==> src/rtl/swire_pkg.sv <==
package swire_pkg;

  typedef enum logic [1:0] {
    OP_INIT  = 2'd0,
    OP_WRITE = 2'd1,
    OP_READ  = 2'd2,
    OP_NONE  = 2'd3
  } sw_op_e;

  typedef enum logic [2:0] {
    ST_IDLE     = 3'd0,
    ST_RST_LOW  = 3'd1,
    ST_RST_WAIT = 3'd2,
    ST_SLOT     = 3'd3,
    ST_REC      = 3'd4
  } sw_state_e;

  function automatic int unsigned max3(input int unsigned a, input int unsigned b,
                                       input int unsigned c);
    int unsigned m;
    m = (a > b) ? a : b;
    return (m > c) ? m : c;
  endfunction

  // Low time of a slot in microseconds: a write of 0 holds for the whole slot.
  function automatic int unsigned hold_low_us(input sw_op_e op, input logic wbit,
                                              input int unsigned short_us,
                                              input int unsigned slot_us);
    return (op == OP_WRITE && !wbit) ? slot_us : short_us;
  endfunction

  // True on the tick that completes microsecond number 'mark' of a phase.
  function automatic logic at_mark(input logic tick, input int unsigned us_now,
                                   input int unsigned mark);
    return tick && (us_now == mark - 1);
  endfunction

endpackage

==> src/rtl/swire_tick_gen.sv <==
module swire_tick_gen #(
  parameter int unsigned CLK_DIV = 50
) (
  input  logic clk,
  input  logic rst_n,
  input  logic run,
  output logic tick
);
  localparam int unsigned DIV_W = $clog2((CLK_DIV > 1) ? CLK_DIV : 2);
  localparam logic [DIV_W-1:0] LAST = DIV_W'(CLK_DIV - 1);

  logic [DIV_W-1:0] div_q;

  assign tick = run && (div_q == LAST);

  always_ff @(posedge clk) begin
    if (!rst_n || !run || tick) div_q <= '0;
    else                        div_q <= div_q + 1'b1;
  end
endmodule

==> src/rtl/swire_line_sync.sv <==
module swire_line_sync #(
  parameter int unsigned STAGES = 2
) (
  input  logic clk,
  input  logic rst_n,
  input  logic d,
  output logic q
);
  logic [STAGES-1:0] chain;

  genvar g;
  generate
    for (g = 0; g < STAGES; g++) begin : g_stage
      if (g == 0) begin : g_first
        always_ff @(posedge clk) begin
          if (!rst_n) chain[0] <= 1'b1;
          else        chain[0] <= d;
        end
      end else begin : g_next
        always_ff @(posedge clk) begin
          if (!rst_n) chain[g] <= 1'b1;
          else        chain[g] <= chain[g-1];
        end
      end
    end
  endgenerate

  assign q = chain[STAGES-1];
endmodule

==> src/rtl/swire_us_timer.sv <==
module swire_us_timer #(
  parameter int unsigned CNT_W = 9
) (
  input  logic             clk,
  input  logic             rst_n,
  input  logic             clr,
  input  logic             tick,
  output logic [CNT_W-1:0] us_cnt
);
  always_ff @(posedge clk) begin
    if (!rst_n || clr) us_cnt <= '0;
    else if (tick)     us_cnt <= us_cnt + 1'b1;
  end
endmodule

==> src/rtl/swire_slot_fsm.sv <==
module swire_slot_fsm
  import swire_pkg::*;
#(
  parameter int unsigned CNT_W       = 9,
  parameter int unsigned T_RST_LOW_US = 480,
  parameter int unsigned T_PRES_US    = 70,
  parameter int unsigned T_RST_REL_US = 480,
  parameter int unsigned T_SLOT_US    = 70,
  parameter int unsigned T_REC_US     = 5,
  parameter int unsigned T_SHORT_US   = 6,
  parameter int unsigned T_SAMPLE_US  = 15
) (
  input  logic             clk,
  input  logic             rst_n,
  input  logic             cmd_valid,
  input  logic [1:0]       cmd_op,
  input  logic             cmd_wbit,
  input  logic             tick,
  input  logic [CNT_W-1:0] us_cnt,
  input  logic             line_s,
  output logic             timer_clr,
  output logic             busy,
  output logic             line_oe,
  output logic             presence,
  output logic             rd_bit,
  output logic             done_evt,
  output logic             samp_evt
);
  sw_state_e   state;
  sw_op_e      cur_op;
  logic        cur_bit;
  logic        slot_rel;
  logic        pres_seen;
  logic        samp_bit;

  sw_op_e      req_op;
  int unsigned us_now;
  logic        accept;
  logic        ev_rst_rel, ev_pres, ev_rst_done;
  logic        ev_release, ev_rd_samp, ev_slot_end, ev_rec_done;

  assign req_op = sw_op_e'(cmd_op);
  assign us_now = 32'(us_cnt);
  assign accept = cmd_valid && (state == ST_IDLE) && (req_op != OP_NONE);

  always_comb begin
    ev_rst_rel  = (state == ST_RST_LOW)  && at_mark(tick, us_now, T_RST_LOW_US);
    ev_pres     = (state == ST_RST_WAIT) && at_mark(tick, us_now, T_PRES_US);
    ev_rst_done = (state == ST_RST_WAIT) && at_mark(tick, us_now, T_RST_REL_US);
    ev_release  = (state == ST_SLOT) &&
                  at_mark(tick, us_now, hold_low_us(cur_op, cur_bit, T_SHORT_US, T_SLOT_US));
    ev_rd_samp  = (state == ST_SLOT) && (cur_op == OP_READ) &&
                  at_mark(tick, us_now, T_SAMPLE_US);
    ev_slot_end = (state == ST_SLOT) && at_mark(tick, us_now, T_SLOT_US);
    ev_rec_done = (state == ST_REC)  && at_mark(tick, us_now, T_REC_US);
  end

  assign timer_clr = accept || ev_rst_rel || ev_slot_end;
  assign busy      = (state != ST_IDLE);
  assign line_oe   = (state == ST_RST_LOW) || ((state == ST_SLOT) && !slot_rel);
  assign done_evt  = ev_rst_done || ev_rec_done;
  assign samp_evt  = ev_pres || ev_rd_samp;

  always_ff @(posedge clk) begin
    if (!rst_n) begin
      state     <= ST_IDLE;
      cur_op    <= OP_INIT;
      cur_bit   <= 1'b0;
      slot_rel  <= 1'b0;
      pres_seen <= 1'b0;
      samp_bit  <= 1'b1;
      presence  <= 1'b0;
      rd_bit    <= 1'b0;
    end else begin
      case (state)
        ST_IDLE: begin
          if (accept) begin
            cur_op    <= req_op;
            cur_bit   <= cmd_wbit;
            slot_rel  <= 1'b0;
            pres_seen <= 1'b0;
            state     <= (req_op == OP_INIT) ? ST_RST_LOW : ST_SLOT;
          end
        end
        ST_RST_LOW: begin
          if (ev_rst_rel) state <= ST_RST_WAIT;
        end
        ST_RST_WAIT: begin
          if (ev_pres) pres_seen <= !line_s;
          if (ev_rst_done) begin
            presence <= pres_seen;
            state    <= ST_IDLE;
          end
        end
        ST_SLOT: begin
          if (ev_release) slot_rel <= 1'b1;
          if (ev_rd_samp) samp_bit <= line_s;
          if (ev_slot_end) state <= ST_REC;
        end
        ST_REC: begin
          if (ev_rec_done) begin
            if (cur_op == OP_READ) rd_bit <= samp_bit;
            state <= ST_IDLE;
          end
        end
        default: state <= ST_IDLE;
      endcase
    end
  end
endmodule

==> src/rtl/swire_slot_master.sv <==
module swire_slot_master
  import swire_pkg::*;
#(
  parameter int unsigned CLK_DIV      = 50,
  parameter int unsigned SYNC_STAGES  = 2,
  parameter int unsigned T_RST_LOW_US = 480,
  parameter int unsigned T_PRES_US    = 70,
  parameter int unsigned T_RST_REL_US = 480,
  parameter int unsigned T_SLOT_US    = 70,
  parameter int unsigned T_REC_US     = 5,
  parameter int unsigned T_SHORT_US   = 6,
  parameter int unsigned T_SAMPLE_US  = 15
) (
  input  logic       clk,
  input  logic       rst_n,
  input  logic       cmd_valid,
  input  logic [1:0] cmd_op,
  input  logic       cmd_wbit,
  input  logic       line_in,
  output logic       busy,
  output logic       presence,
  output logic       rd_bit,
  output logic       line_oe
);
  localparam int unsigned MAX_US = max3(T_RST_LOW_US, T_RST_REL_US, T_SLOT_US);
  localparam int unsigned CNT_W  = $clog2(MAX_US + 1);

  // Named internal events, observed by the bound checker.
  logic             tick_w;
  logic             done_w;
  logic             samp_w;
  logic             line_s;
  logic             timer_clr;
  logic [CNT_W-1:0] us_cnt;

  swire_tick_gen #(.CLK_DIV(CLK_DIV)) u_tick (
    .clk(clk), .rst_n(rst_n), .run(busy), .tick(tick_w)
  );

  swire_line_sync #(.STAGES(SYNC_STAGES)) u_sync (
    .clk(clk), .rst_n(rst_n), .d(line_in), .q(line_s)
  );

  swire_us_timer #(.CNT_W(CNT_W)) u_timer (
    .clk(clk), .rst_n(rst_n), .clr(timer_clr), .tick(tick_w), .us_cnt(us_cnt)
  );

  swire_slot_fsm #(
    .CNT_W(CNT_W), .T_RST_LOW_US(T_RST_LOW_US), .T_PRES_US(T_PRES_US),
    .T_RST_REL_US(T_RST_REL_US), .T_SLOT_US(T_SLOT_US), .T_REC_US(T_REC_US),
    .T_SHORT_US(T_SHORT_US), .T_SAMPLE_US(T_SAMPLE_US)
  ) u_fsm (
    .clk(clk), .rst_n(rst_n), .cmd_valid(cmd_valid), .cmd_op(cmd_op),
    .cmd_wbit(cmd_wbit), .tick(tick_w), .us_cnt(us_cnt), .line_s(line_s),
    .timer_clr(timer_clr), .busy(busy), .line_oe(line_oe), .presence(presence),
    .rd_bit(rd_bit), .done_evt(done_w), .samp_evt(samp_w)
  );
endmodule

==> config.mk <==
export PLATFORM = sky130hd
export DESIGN_NAME = swire_slot_master
export DESIGN_NICKNAME = d
export VERILOG_FILES = /design/src/rtl/swire_pkg.sv /design/src/rtl/swire_tick_gen.sv /design/src/rtl/swire_line_sync.sv /design/src/rtl/swire_us_timer.sv /design/src/rtl/swire_slot_fsm.sv /design/src/rtl/swire_slot_master.sv
export SDC_FILE = /design/constraint.sdc
export NUM_CORES = 1
export LEC_CHECK = 0
export BUFFER_PORTS_ARGS = -buffer_cell sky130_fd_sc_hd__buf_2
export CAP_MARGIN = 20
export CORE_ASPECT_RATIO = 0.75
export CORE_MARGIN = 2
export CORE_UTILIZATION = 59
export DETAILED_ROUTE_END_ITERATION = 16
export PLACE_DENSITY = 0.78
export SLEW_MARGIN = 15
export SYNTH_ARGS = -nofsm -noshare
export SYNTH_HDL_FRONTEND = slang
export SYNTH_SLANG_ARGS = --single-unit
export TNS_END_PERCENT = 20
==> constraint.sdc <==
create_clock -name clk -period 1.95 [get_ports clk]
set_clock_uncertainty 0.05 [all_clocks]
set_input_delay 0.195 -clock clk [delete_from_list [all_inputs] [get_ports clk]]
set_output_delay 0.195 -clock clk [all_outputs]
set_load 0.01 [all_outputs]
* Yosys cells after proc, flatten, opt, wreduce, memory -nomap -nowiden *
Index checks and enable logic that the tools add are counted.

cells by class
  muxes and demuxes = 13
  reduce and logical (&&, ||, !) cells = 41
  eq/ne operators = 20
  add/subtract/negate cells = 3

operators with widths
  operator               count
  $eq 9x32->1            1
  $sub 32x1->32 const B  1
  $logic_and 1x1->1      18
  $mux 3                 5
  $pmux 3 s5             1
  $ne 2x1->1 const B     7
  $add 9x1->9 const B    1
  $eq 9x3->1 const B     1
  $eq 9x4->1 const B     1
  $eq 9x7->1 const B     1
  $eq 9x9->1 const B     1
  $reduce_and 3->1       3
  $mux 7                 1
  $add 6x1->6 const B    1
  $eq 3x2->1 const B     2
  $eq 6x6->1 const B     1
  $logic_or 1x1->1       6
  $reduce_and 2->1       3
  $logic_not 1->1        5
  $reduce_and 5->1       1
  $pmux 1 s2             2
  $reduce_bool 2->1      2
  $eq 3x1->1 const B     1
  $eq 3x3->1 const B     1
  8 further kinds        10

word-level totals
  input port bits = 7
  register bits after elaboration = 28
  output and inout port bits = 4
  logic and storage cells = 89

* Logic depth before layout (Yosys ltp) *
  depth in word-level cells = 9
  mapped depth = 7
  gate-level depth less buffers = 6

* Cells and area by module *
A second synthesis with hierarchy kept.

unflattened totals
  cell total of the unflattened synthesis = 159
  area, all modules = 1408.9 µm²

modules (own cells, without submodules)
  module           instances  cells an instance  area each (µm²)  seq. area each (µm²)
  swire_slot_fsm   1          83                 676.9            220.2
  swire_us_timer   1          44                 411.6            180.2
  swire_tick_gen   1          28                 267.8            120.1
  swire_line_sync  1          4                  52.6             40.0

* Worst setup path after synthesis *
No wires, ideal clock.

  path type = register -> register
  from = register u_tick.div_q[0]
  to = register u_timer.us_cnt[0]
  data arrival time = 1.525 ns
  setup time = 0.132 ns
  cell stages (with the launch flop) = 7
  path slack = 0.242 ns
  period minus slack after synthesis = 1.708 ns
  buffers on the path = 1
  data required time = 1.768 ns
  path through = dfxtp_1 ha_1 clkbuf_8 nand2_1 or4_1 nor3_4 nor3_1

on the way
  word-level cells in the longest chain between the ends = 7
  elaborated cells between the ends (all ways) = 9
  those cells by class = eq/ne: 1; reduce/logical: 8

RTL lines
  item                           RTL line              source
  from (decl)                    swire_tick_gen.sv:12  logic [DIV_W-1:0] div_q;
  from (signal assigned)         swire_tick_gen.sv:18  else div_q <= div_q + 1'b1;
  $eq 6x6->1 (*)                 swire_tick_gen.sv:14  assign tick = run && (div_q == LAST);
  $logic_and 1x1->1 (*)          swire_tick_gen.sv:14
  $logic_and 1x1->1              swire_pkg.sv:35       return tick && (us_now == mark - 1);
  $logic_and 1x1->1              swire_slot_fsm.sv:47  ev_rst_rel = (state == ST_RST_LOW) && at_mark(tick, us_now, T_RST_LOW_US);
  $logic_or 1x1->1 (2 in a row)  swire_slot_fsm.sv:58  assign timer_clr = accept || ev_rst_rel || ev_slot_end;
  $logic_or 1x1->1               swire_us_timer.sv:11  if (!rst_n || clr) us_cnt <= '0;
  to (signal assigned)           swire_us_timer.sv:12  else if (tick) us_cnt <= us_cnt + 1'b1;
  to (decl)                      swire_us_timer.sv:8   output logic [CNT_W-1:0] us_cnt

Every way passes the cells marked *; elsewhere a longest branch is shown, timed or not.
A chain may end at the register's enable or synchronous reset.

* Worst setup path after layout *
  from = register u_fsm.state[2]
  to = register u_fsm.presence

on the way
  word-level cells in the longest chain between the ends = 5
  elaborated cells between the ends (all ways) = 6
  those cells by class = eq/ne: 1; reduce/logical: 5

RTL lines
  item                                   RTL line              source
  from (decl)                            swire_slot_fsm.sv:29  sw_state_e state;
  from (signal assigned)                 swire_slot_fsm.sv:82  state <= (req_op == OP_INIT) ? ST_RST_LOW : ST_SLOT;
  $reduce_bool 3->1                      swire_slot_fsm.sv:59  assign busy = (state != ST_IDLE);
  $logic_and 1x1->1                      swire_tick_gen.sv:14
  $logic_and 1x1->1                      swire_pkg.sv:35
  $logic_and 1x1->1                      swire_slot_fsm.sv:49  ev_rst_done = (state == ST_RST_WAIT) && at_mark(tick, us_now, T_RST_REL_US);
  $reduce_and 2->1 (no source line) (*)  --
  to (signal assigned)                   swire_slot_fsm.sv:91  presence <= pres_seen;
  to (decl)                              swire_slot_fsm.sv:24  output logic presence,

Marked as above.

==> metrics.cfg <==
[status]
status=finished clean

[logic_synthesis]
synth_nets=183
yosys.area.top_type_share_pct=35.6
ys_top_cells_by_area=dfxtp_1 36%, ha_1 4.8%, xor2_1 3.3%
synth_area_leader_cell=dfxtp_1
yosysSeqAreaShare_pct=35.6
synth_edf_count=0
yosysUniqueCellTypes=52
yosys_warnings=0
ys_ff_latch=28
synthesis.area_mm2=0.00157
async_flop_share_pct=0
synth_flop_cell=dfxtp_1
syn_inst=170
syn_avg_cell_area_um2=9.26

[layout]
drive_gt1_share_pct=22.6
nNetsFinal=204
area_growth_pct=12.2
mostFrequentLayoutCells=27 x dfxtp_1, 13 x nand2_1, 12 x buf_4
layout_commonest_cell=dfxtp_1
finalNonFillerCells=226
final_util_pct=68.4
nFillCells=204
diodes=0

[worst_setup_path]
worstPathMaxFanout=9
rr_endpoint=u_fsm.presence
reg2reg_depth=5
critPathKind=reg2reg
cp-startpoint=u_fsm.state[2]
worstReg2RegStart=u_fsm.state[2]
reg2reg_setup_slack_ps=90
critPathLaunchType=flip-flop
end_kind=flip-flop
crit_arrival_ps=2080
cp_data_required_time_ps=2170

[drt]
first_pass_iters=4
wl_per_cell_um=15.3
drc=0
drt_iter0_drc=161
ant_nets=0
wl_um=3450
vias=1382
via_per_inst=6.12

[grt]
grt_pass1_vias=1346
grt_max_degree=17
grt.overflow.total=0
grt_pass1_wl_um=5900
antenna_found_initial=0
grtUsageTotal_pct=24.0

[floorplan]
start_util_pct=60.9
die_h_um=48.7
die_w_um=63.6
design.die.area_mm2=0.00310
rows=16
core-area_mm2=0.00258
io_pins=11

[timing]
hold_viol_final=0
worst_slew_pin_slew_ps=439
max_freq_ghz=0.537
relSlewSlack_pct=70.4
rsz0062_at_grt=false
layout_min_cycle_time_ps=1860
setup-violations-final=0
period_share_pct=95.4
finalSetupTns_ps=0
drv_slew=0
worst_slack_ps=89.1

[clocking]
cts_root_buf=clkbuf_4
cts_tree=built
clk_pin_slew_ps=150
clock_path_buffers=2
numCtsBuffers=3
clock_latency_ps=340
cts_sinks=28
cts-htree-levels=1

[flow_run]
cap_violations=0

[power_and_ir_drop]
pwr_density_cell_mw_per_mm2=732
ir_drop_mv=0.559
power_leakage_nw=0.670

[hold_path]
min_path_cells=3
hp-start=cmd_wbit
hold_path_end=u_fsm.cur_bit
hp-class=in2reg

[place]
gp_congestion=0.872
placed_cells=220
port_buffers=10
pre_cts_slack_ps=59.6
hpwl_um=2580

flip-flops by register name (all words and copies together), names as in the netlist:
register	cells
u_fsm.pres_seen	1
u_fsm.cur_op	2
u_fsm.cur_bit	1
u_fsm.samp_bit	1
u_fsm.presence	1
u_tick.div_q	6
u_timer.us_cnt	9
u_fsm.state	3
u_sync.chain	1
u_fsm.rd_bit	1
u_fsm.slot_rel	1
u_sync.q	1
stage by stage:
stage	cell area (um^2)	hold slack (ps)	total power [W]
2_1_floorplan	1570	246	0.000856
3_3_place_gp	1680	337	0.000905
3_5_place_dp	1680	338	0.000915
4_1_cts	1740	61.7	0.00129
5_1_grt	1770	92.5	0.00135
6_report	1770	68.3	0.00129
critical path, cell delays in order, from the launching register on:
cell and delay [ps]:
dfxtp_1 550, nor3_2 140, inv_4 120, nand4_1 230, nor4_1 460, mux2i_1 240
final cells by class:
class / instances / area [um^2] / area share, %
inverter: 8 / 32.5 / 1.84
clock buffer: 3 / 22.5 / 1.27
sequential: 28 / 562 / 31.8
multi-input combinational: 126 / 905 / 51.2
tap: 36 / 45.0 / 2.55
clock inverter: 1 / 30.0 / 1.70
timing repair buffer: 24 / 170 / 9.63
synth_stat cells (4+ instances only):
cell type   n
ha_1        6
nand2_1    13
nor3_1      8
xor2_1      6
nor2b_1     4
dfxtp_1    28
inv_1       7
xnor2_1     5
or3_1       4
nor2_1     10
nand3_1     8
nand4_1     7
cells by family after synthesis:
kind of cell	count (synthesis)	share of synthesized area (%)
buffers and inverters	16	7.31
AO/OA/AOI/OAI	24	11.8
multiplexers	3	1.91
adder cells (fa/ha/maj)	6	4.77
XOR/XNOR	11	6.12
flip-flops	28	35.6
AND/OR/NAND/NOR	82	32.4
timing repair:
action	4_1_cts	5_1_grt
endpoints found under the setup margin	0	11
buffers inserted	0	1
hold buffers	1	0
hold endpoints to repair	1	0
gates resized for setup	0	3
how the worst max path moves through the flow:
stage,to,slack [ps]
after CTS,u_timer.us_cnt[0],40
after global placement,u_timer.us_cnt[3],170
after global routing,u_timer.us_cnt[6],20
after floorplan,u_timer.us_cnt[0],240
after detailed placement,u_timer.us_cnt[4],60
final,u_fsm.presence,90
report_power, final:
group / switching, W / leakage, nW / internal (W) / total, W
sequential: 0.0000351 / 0.228 / 0.000599 / 0.000634
combinational: 0.000166 / 0.414 / 0.000111 / 0.000278
clock: 0.000173 / 0.0279 / 0.000208 / 0.000381
metal layers:
metal | wire, um | vias up | GRT usage [%]
met5 | 0 | - | 0
met4 | 98 | 0 | 8.33
met3 | 161 | 14 | 6.05
met2 | 1520 | 44 | 36.8
met1 | 1670 | 660 | 32.8
li1 | - | 664 | -
No activity file was read; power rests on OpenSTA's default activity.
